[src/rtl/mem_seq_pkg.sv]
package mem_seq_pkg;

    localparam int STATE_W    = 3;
    localparam int BURST_LEN  = 4;
    localparam int RUN_CNT_W  = $clog2(BURST_LEN + 1);

    // State codes are visible on seq_state, so their values are fixed.
    typedef enum logic [STATE_W-1:0] {
        ST_IDLE = 3'd0,
        ST_RD1  = 3'd1,
        ST_RD2  = 3'd2,
        ST_RD3  = 3'd3,
        ST_RD4  = 3'd4,
        ST_WR   = 3'd5
    } seq_state_e;

    // Everything the sequencer registers each cycle.
    typedef struct packed {
        seq_state_e state;
        logic       rd_en;
        logic       wr_en;
    } seq_regs_t;

    localparam seq_regs_t SEQ_REGS_RST = '{state: ST_IDLE, rd_en: 1'b0, wr_en: 1'b0};

    function automatic logic is_read_state(input seq_state_e s);
        return (s == ST_RD1) || (s == ST_RD2) || (s == ST_RD3) || (s == ST_RD4);
    endfunction

endpackage

[src/rtl/mem_seq_next.sv]
// Next-value logic: works out the next state and the registered strobes
// that go with it. Purely combinational.
module mem_seq_next
    import mem_seq_pkg::*;
(
    input  seq_state_e cur_state,
    input  logic       srst,
    input  logic       req_valid,
    input  logic       req_read,
    input  logic       req_burst,
    output seq_regs_t  regs_d
);

    seq_state_e state_nx;

    always_comb begin
        state_nx = ST_IDLE;
        case (cur_state)
            ST_IDLE: begin
                if (req_valid) begin
                    state_nx = req_read ? ST_RD1 : ST_WR;
                end else begin
                    state_nx = ST_IDLE;
                end
            end
            // The burst flag is only sampled in the first read cycle.
            ST_RD1:  state_nx = req_burst ? ST_RD2 : ST_IDLE;
            ST_RD2:  state_nx = ST_RD3;
            ST_RD3:  state_nx = ST_RD4;
            ST_RD4:  state_nx = ST_IDLE;
            ST_WR:   state_nx = ST_IDLE;
            default: state_nx = ST_IDLE;
        endcase

        if (srst) begin
            regs_d = SEQ_REGS_RST;
        end else begin
            regs_d.state = state_nx;
            // Strobes are decoded from the next state so they leave the flop
            // aligned with the state they belong to.
            regs_d.rd_en = is_read_state(state_nx);
            regs_d.wr_en = (state_nx == ST_WR);
        end
    end

endmodule

[src/rtl/mem_seq_reg.sv]
// Register stage: holds the whole next-value struct.
module mem_seq_reg
    import mem_seq_pkg::*;
(
    input  logic      clk,
    input  seq_regs_t regs_d,
    output seq_regs_t regs_q
);

    always_ff @(posedge clk) begin
        regs_q <= regs_d;
    end

endmodule

[src/rtl/mem_seq_early.sv]
// Input-dependent write strobe, valid in the idle cycle that precedes a write.
module mem_seq_early
    import mem_seq_pkg::*;
(
    input  seq_state_e cur_state,
    input  logic       srst,
    input  logic       req_valid,
    input  logic       req_read,
    output logic       wr_early
);

    always_comb begin
        wr_early = (cur_state == ST_IDLE) && req_valid && !req_read && !srst;
    end

endmodule

[src/rtl/mem_seq_ctrl.sv]
module mem_seq_ctrl
    import mem_seq_pkg::*;
(
    input  logic               clk,
    input  logic               srst,
    input  logic               req_valid,
    input  logic               req_read,
    input  logic               req_burst,
    output logic               rd_en,
    output logic               wr_en,
    output logic               wr_en_early,
    output logic [STATE_W-1:0] seq_state
);

    seq_regs_t regs_d;
    seq_regs_t regs_q;

    mem_seq_next next_i (
        .cur_state (regs_q.state),
        .srst      (srst),
        .req_valid (req_valid),
        .req_read  (req_read),
        .req_burst (req_burst),
        .regs_d    (regs_d)
    );

    mem_seq_reg reg_i (
        .clk    (clk),
        .regs_d (regs_d),
        .regs_q (regs_q)
    );

    mem_seq_early early_i (
        .cur_state (regs_q.state),
        .srst      (srst),
        .req_valid (req_valid),
        .req_read  (req_read),
        .wr_early  (wr_en_early)
    );

    assign rd_en     = regs_q.rd_en;
    assign wr_en     = regs_q.wr_en;
    assign seq_state = regs_q.state;

endmodule

[config.mk]
export PLATFORM = sky130hd
export DESIGN_NAME = mem_seq_ctrl
export DESIGN_NICKNAME = d
export VERILOG_FILES = /design/src/rtl/mem_seq_pkg.sv /design/src/rtl/mem_seq_next.sv /design/src/rtl/mem_seq_reg.sv /design/src/rtl/mem_seq_early.sv /design/src/rtl/mem_seq_ctrl.sv
export SDC_FILE = /design/constraint.sdc
export NUM_CORES = 1
export LEC_CHECK = 0
export ABC_CLOCK_PERIOD_IN_PS = 1300
export BUFFER_PORTS_ARGS = -buffer_cell sky130_fd_sc_hd__buf_2
export CAP_MARGIN = 20
export CORE_AREA = 5 5 42 44
export CTS_CLUSTER_SIZE = 40
export DETAILED_ROUTE_END_ITERATION = 12
export DIE_AREA = 0 0 47 49
export PLACE_DENSITY = 0.38
export SETUP_SLACK_MARGIN = 0.4
export SLEW_MARGIN = 10
export SYNTH_ARGS = -nofsm -noshare
export SYNTH_HDL_FRONTEND = slang
export SYNTH_SLANG_ARGS = --single-unit
[constraint.sdc]
create_clock -name clk -period 1.3 [get_ports clk]
set_input_delay 0.26 -clock clk [delete_from_list [all_inputs] [get_ports clk]]
set_output_delay 0.26 -clock clk [all_outputs]
set_load 0.1 [all_outputs]
==> After elaboration in Yosys (flattened, before gate mapping) <==
Index checks and enable logic that the tools add are counted.
Widths: inputs -> output; s select.
{ "word_totals": {"wordCells": 24, "register_bits": 5, "input_bits": 5} }
{ "op_classes": {"mux": 4, "eq_ne": 8, "reduce_logical": 9} }
{ "op_table": {"columns": ["op", "count"], "rows": [
  ["$eq 3x2->1 const B", 4],
  ["$pmux 3 s4", 1],
  ["$eq 3x1->1 const B", 2],
  ["$eq 3x3->1 const B", 2],
  ["$mux 3", 2],
  ["$logic_and 1x1->1", 3],
  ["$logic_not 3->1", 1],
  ["$logic_or 1x1->1", 3],
  ["$logic_not 1->1", 2],
  ["$mux 2", 1]
]} }

==> Depth between registers and ports, before layout <==
Gate-level depths: netlist of run 1.
{ "depth": {"word_depth": 7, "mapped_depth": 3, "mapped_depth_nobuf": 2} }

==> Modules after synthesis <==
Synthesis of run 1 repeated with hierarchy kept, for this count alone.
{ "unflattened": {"cells_unflattened": 21, "area_unflattened_um2": 203.9} }
{ "by_module_without_submodules": {"columns": ["module", "instances", "area_per_inst_um2", "seq_area_each_um2", "cells_each"], "rows": [
  ["mem_seq_reg", 1, 100.1, 100.1, 5],
  ["mem_seq_next", 1, 83.8, 0.0, 14],
  ["mem_seq_early", 1, 20.0, 0.0, 2]
]} }

==> Least setup slack after synthesis of run 1 <==
Ideal clock, no wire load.
{ "synth_timing": {"kind": "reg2out", "from": "register, netlist name reg_i.regs_q[4]", "to": "output wr_en_early", "path_stages_with_launch": 4, "path_slack_ns": -2.958, "t_arrival_ns": 3.998, "cell_sequence": "dfxtp_1 > or2_1 > clkbuf_1 > nor4_1"} }
{ "synth_via": {"elab_chain_cells": 4} }
{ "synth_rtl": {"columns": ["element", "line_no", "source"], "rows": [
  ["$logic_not 3->1", "mem_seq_early.sv:13", "wr_early = (cur_state == ST_IDLE) && req_valid && !req_read && !srst;"],
  ["$logic_and 1x1->1 (3 in a row)", "mem_seq_early.sv:13", null],
  ["to (decl)", "mem_seq_ctrl.sv:11", "output logic wr_en_early,"]
]} }
Every way passes these cells.

==> Final worst setup path of run 1 <==
{ "layout_timing": {"from": "register, netlist name reg_i.regs_q[4]", "to": "output wr_en_early"} }
{ "layout_via": {"elab_chain_cells": 4} }
{ "layout_rtl": {"columns": ["element", "line_no"], "rows": [
  ["$logic_not 3->1", "mem_seq_early.sv:13"],
  ["$logic_and 1x1->1 (3 in a row)", "mem_seq_early.sv:13"]
]} }
Every way passes these cells.

==> impl_metrics.ini, run 1 <==
[floorplan]
core_mm2 = 0.00140
die-height_um = 49
ios = 11
initial_core_util_pct = 14.6
die_w_um = 47
die-area_mm2 = 0.00230
rows = 14

[clock_network]
insertion_delay_ns = 0.24
cts_num_sinks = 5
root_buffer = clkbuf_4
cts_buffers = 3
tritoncts = built
cts_max_path_buffers = 2
clkTransAtPathRegs_ns = 0.04
cts_htree_levels = 1
cts-hold-fix-buffers = 0

[critical_path]
crit_path_start_kind = flop
cp-endpoint = wr_en_early
crit_path_start = reg_i.regs_q[4]$_SDFF_PP0_
rr_startpoint = reg_i.regs_q[3]$_SDFF_PP0_
critical_path.max_fanout = 2
reg2reg_slack_ns = 0.10
path_class = flop to output pin
worstPathArrival_ns = 1.22
reg2reg_to = reg_i.regs_q[4]$_SDFF_PP0_
cp.required_ns = 1.04
crit_path_end_kind = output pin
r2r_cells = 3

[yosys]
synth_seq_cells = 5
seq_area_frac_synth_pct = 49.1
synth_nets = 27
synthArstFlopShare_pct = 0
synth-edff-count = 0
avgSynthCellArea_um2 = 9.27
yosysMostFrequentCell = dfxtp_1
synthTopCellsByCount = 5 x dfxtp_1, 4 x a21oi_1, 2 x nand2b_1, 2 x nand3b_1, 2 x nor4_1
ys_types = 12
yosys_warnings = 0
dominantRegCellSynth = dfxtp_1
synth_area_leaders = dfxtp_1 49%, a21oi_1 9.8%, nand3b_1 7.4%
yosys.area.top_type_share_pct = 49.1
yosys.area.top_type = dfxtp_1
synth_cells = 22
syn_area_um2 = 204

[power]
cellPowerDensity_mw_per_mm2 = 1070
peakVddDrop_mv = 0.448
p_leak_nw = 0.202

[route]
post-route-drc-count = 0
vias = 242
routed_wl_um = 670
drtIter0Drc = 4
wl_per_cell_um = 11.6
firstDrtPassIters = 3
ant_nets = 0
vias_per_cell = 4.17

[global_route]
overflow = 0
grt_use_total_pct = 7.89
grt_antenna_before_repair = 0
grt_first_pass_wirelength_mm = 1.17
grt_max_degree = 11
grt_pass1_vias = 276

[timing]
fin_skew_ns = 0.00111
maxSlewViolCount = 0
slew_headroom_pct = 82.8
hold_slack_ns = 0.301
fin_crit_sh_pct = 113
worst_slack_ns = -0.175
layout_min_cycle_time_ns = 1.48
max_freq_mhz = 678
worst_pin_slew_ns = 0.257
finalSetupViolCount = 1
rsz0062_at_grt = true
hold_viol_final = 0

[min_path]
min_path_type = input port to flop

[placed_design]
postPlaceCellArea_um2 = 393
gp_congestion = 0.711
pre_cts_ws_ns = -0.111
dp_hpwl_um = 419
portBuffers = 10

[cells_and_area]
top_regs = reg_i.regs_q: 5 flops
design_area_um2 = 526
drive_above_1_share_pct = 83.3
syn_to_final_growth_pct = 158
nets = 48
top_register = reg_i.regs_q
diodes = 0
largest_register_ffs = 5

[outcome]
outcome = complete, but fails checks
violations = negative setup slack

[flow_run]
max_cap_violations = 0
final cells by class:
type | count | area (um2)
flip-flops and latches | 5 | 114
multi-input cells | 15 | 146
well taps | 16 | 20.0
clock buffers | 4 | 26.3
repair buffers | 18 | 219
fillers | 144 | 876
metrics by stage:
stage          TNS (ns)  cells  util, %  power [mW]
6_report         -0.175     58     37.5       0.564
5_1_grt          -0.236     58     37.5       0.600
4_1_cts          -0.197     55     33.1       0.549
3_5_place_dp     -0.111     48     28.0       0.343
3_3_place_gp    -0.0963     48     28.0       0.342
2_1_floorplan    -0.867     22        -       0.286
repair_timing:
item	4_1_cts	5_1_grt
endpoints found under the setup margin	11	11
buffers inserted	3	3
pin swaps	5	4
resized for setup	6	9
worst min-delay path by stage:
stage                          startpoint                         end  slack [ns]  depth (start not counted)
2_1_floorplan                   req_valid  reg_i.regs_q[1]$_SDFF_PP0_        0.41                          2
3_3_place_gp   reg_i.regs_q[3]$_SDFF_PP0_  reg_i.regs_q[0]$_SDFF_PP0_        0.51                          1
3_5_place_dp   reg_i.regs_q[2]$_SDFF_PP0_  reg_i.regs_q[2]$_SDFF_PP0_        0.52                          1
4_1_cts                         req_valid  reg_i.regs_q[2]$_SDFF_PP0_        0.29                          3
5_1_grt                         req_burst  reg_i.regs_q[3]$_SDFF_PP0_        0.30                          3
6_report                        req_burst  reg_i.regs_q[1]$_SDFF_PP0_        0.30                          3
cells in the final DEF, fill, tap and decap left out:
cell      n
dfxtp_4   3
nand2_1   1
clkbuf_4  3
a21oi_2   3
nor3_4    1
nor2_4    1
or2_4     1
a21oi_1   1
buf_4     3
buf_6     5
nand3b_1  2
nor4_2    1
clkbuf_1  1
buf_2     4
or4b_4    1
nor4_4    1
dfxtp_2   2
nand2b_1  2
buf_12    6
routing by layer:
metal  share of wire [%]  up-vias  wire (um)  track usage [%]
met5                   0        -          0                0
met3                 2.5        0         17             3.32
met1                  39      120        263             7.71
met4                   0        0          0             9.68
li1                    -      116          -                -
met2                  58        6        388             10.6
where the power goes:
part | leakage, nW | switching (mW) | internal (mW) | total (mW)
logic | 0.143 | 0.116 | 0.0868 | 0.203
clock network | 0.0150 | 0.0662 | 0.116 | 0.182
registers | 0.0439 | 0.0169 | 0.162 | 0.179
total | 0.202 | 0.199 | 0.365 | 0.564
logic make-up (layout without fill, tap and decap cells):
logic type | after synthesis | in the layout | synth area share (%)
flip-flops | 5 | 5 | 49.1
buffers and inverters | 2 | 22 | 7.36
AO/OA/AOI/OAI | 4 | 4 | 9.82
AND/OR/NAND/NOR | 11 | 11 | 33.7
worst max-delay path, stage by stage, from the launching register on:
cell     delay [ns]
dfxtp_4        0.33
or2_4          0.24
nor4_4         0.18
buf_12         0.21
Power figures use the tool's default switching activity.
==> inputs of run 2 (changes only) <==
--- a/config.mk
+++ b/config.mk
@@ -12,7 +12,7 @@
 export CTS_CLUSTER_SIZE = 40
 export DETAILED_ROUTE_END_ITERATION = 12
 export DIE_AREA = 0 0 47 49
-export PLACE_DENSITY = 0.38
+export PLACE_DENSITY_LB_ADDON = 0.12
 export SETUP_SLACK_MARGIN = 0.4
 export SLEW_MARGIN = 10
 export SYNTH_ARGS = -nofsm -noshare
==> impl_metrics.ini, run 2 (synthesis gave the netlist of run 1 again) <==
[route]
vias_per_cell = 4.03
wl_met3_um = 57
drtIter0Drc = 5
routed_wl_um = 679
vias = 266
top_layer = met4
firstDrtPassIters = 2
met1Wirelength_um = 264
wl_met2_um = 347
wl_per_cell_um = 10.3
ant_nets = 0
post-route-drc-count = 0

[placed_design]
dp_cells = 48
gp_congestion = 0.737
pre_cts_ws_ns = -0.118
portBuffers = 10
dp_hpwl_um = 406

[timing]
hold_viol_final = 0
worst_slack_ns = -0.165
maxSlewViolCount = 0
fin_crit_sh_pct = 113
hold_slack_ns = 0.302
rsz0062_at_grt = true
fin_skew_ns = 0.00380
max_freq_mhz = 682
finalSetupViolCount = 2
finalSetupTns_ns = -0.304
layout_min_cycle_time_ns = 1.47
slew_headroom_pct = 82.9
worst_pin_slew_ns = 0.254

[critical_path]
cp.required_ns = 1.04
worstPathArrival_ns = 1.21
crit_path_end_kind = output pin
critical_path.max_fanout = 2
crit_path_start_kind = flop
path_class = flop to output pin

[cells_and_area]
fin_cells = 66
top_regs = reg_i.regs_q: 5 flops
layout_common_cells = 9 x buf_4, 7 x buf_6, 6 x buf_12
diodes = 0
utilization_pct = 41.5
largest_register_ffs = 5
nets = 56
drive_above_1_share_pct = 82.0
filler_cell_count = 141
top_register = reg_i.regs_q
layout_commonest_cell = buf_4
syn_to_final_growth_pct = 185

[global_route]
grt_use_total_pct = 6.84
grt_first_pass_wirelength_mm = 1.09
grt_pass1_vias = 250
overflow = 0
grt_max_degree = 11
grt_antenna_before_repair = 0

[floorplan]
die-height_um = 49
rows = 14
core_mm2 = 0.00140
ios = 11
die_w_um = 47
die-area_mm2 = 0.00230
initial_core_util_pct = 14.6

[clock_network]
tritoncts = built
cts_num_sinks = 5
cts_htree_levels = 1
cts_max_path_buffers = 2
insertion_delay_ns = 0.24
cts-hold-fix-buffers = 0
root_buffer = clkbuf_4
clkTransAtPathRegs_ns = 0.04
cts_buffers = 3

[outcome]
outcome = complete, but fails checks
violations = negative setup slack

[min_path]
min_path_type = input port to flop

[power]
cellPowerDensity_mw_per_mm2 = 1010
p_leak_nw = 0.242
peakVddDrop_mv = 0.423

[flow_run]
max_cap_violations = 0
-- run 2: worst max-delay path: stages, from the launching register on --
cell     delay [ns]
dfxtp_4        0.33
or2_4          0.24
nor4_4         0.18
buf_12         0.21
-- run 2: path summary, 6_finish.rpt --
| check | startpoint | end | cells after the start | slack, ns |
|---|---|---|---|---|
| worst max register to register | reg_i.regs_q[4]$_SDFF_PP0_ | reg_i.regs_q[0]$_SDFF_PP0_ | 7 | -0.14 |
| worst min register to register | reg_i.regs_q[2]$_SDFF_PP0_ | reg_i.regs_q[0]$_SDFF_PP0_ | 2 | 0.57 |
| worst max-delay path | reg_i.regs_q[4]$_SDFF_PP0_ | wr_en_early | 3 | -0.17 |
| worst min-delay path | req_read | reg_i.regs_q[1]$_SDFF_PP0_ | 3 | 0.30 |
-- run 2: final cells by class --
class / count / area, um2 / share of cell area [%]
multi-input combinational: 15 / 135 / 23.2
timing repair buffer: 26 / 287 / 49.2
clock buffer: 4 / 26.3 / 4.52
sequential: 5 / 114 / 19.6
tap: 16 / 20.0 / 3.44
-- run 2: through the flow --
stage	total power, mW	instance area [um2]
global placement	0.342	393
CTS	0.563	523
global route	0.609	582
floorplan	0.286	243
finish	0.586	582
detailed placement	0.343	393
-- run 2: layer usage --
layer  GRT usage, %  up-vias
met3           3.69        2
li1               -      134
met5              0        -
met1           6.39      121
met4           4.15        0
met2           11.1        9
-- run 2: repair_timing --
item | 4_1_cts | 5_1_grt
endpoints found under the setup margin | 11 | 11
gates resized for setup | 11 | 3
buffers inserted | 8 | 6
pin swaps | 5 | 1
-- run 2: where the power goes --
part           internal, mW  total [mW]  switching (mW)
logic                 0.109       0.235           0.126
clock network         0.116       0.178          0.0620
registers             0.162       0.173          0.0107
total                 0.387       0.586           0.199
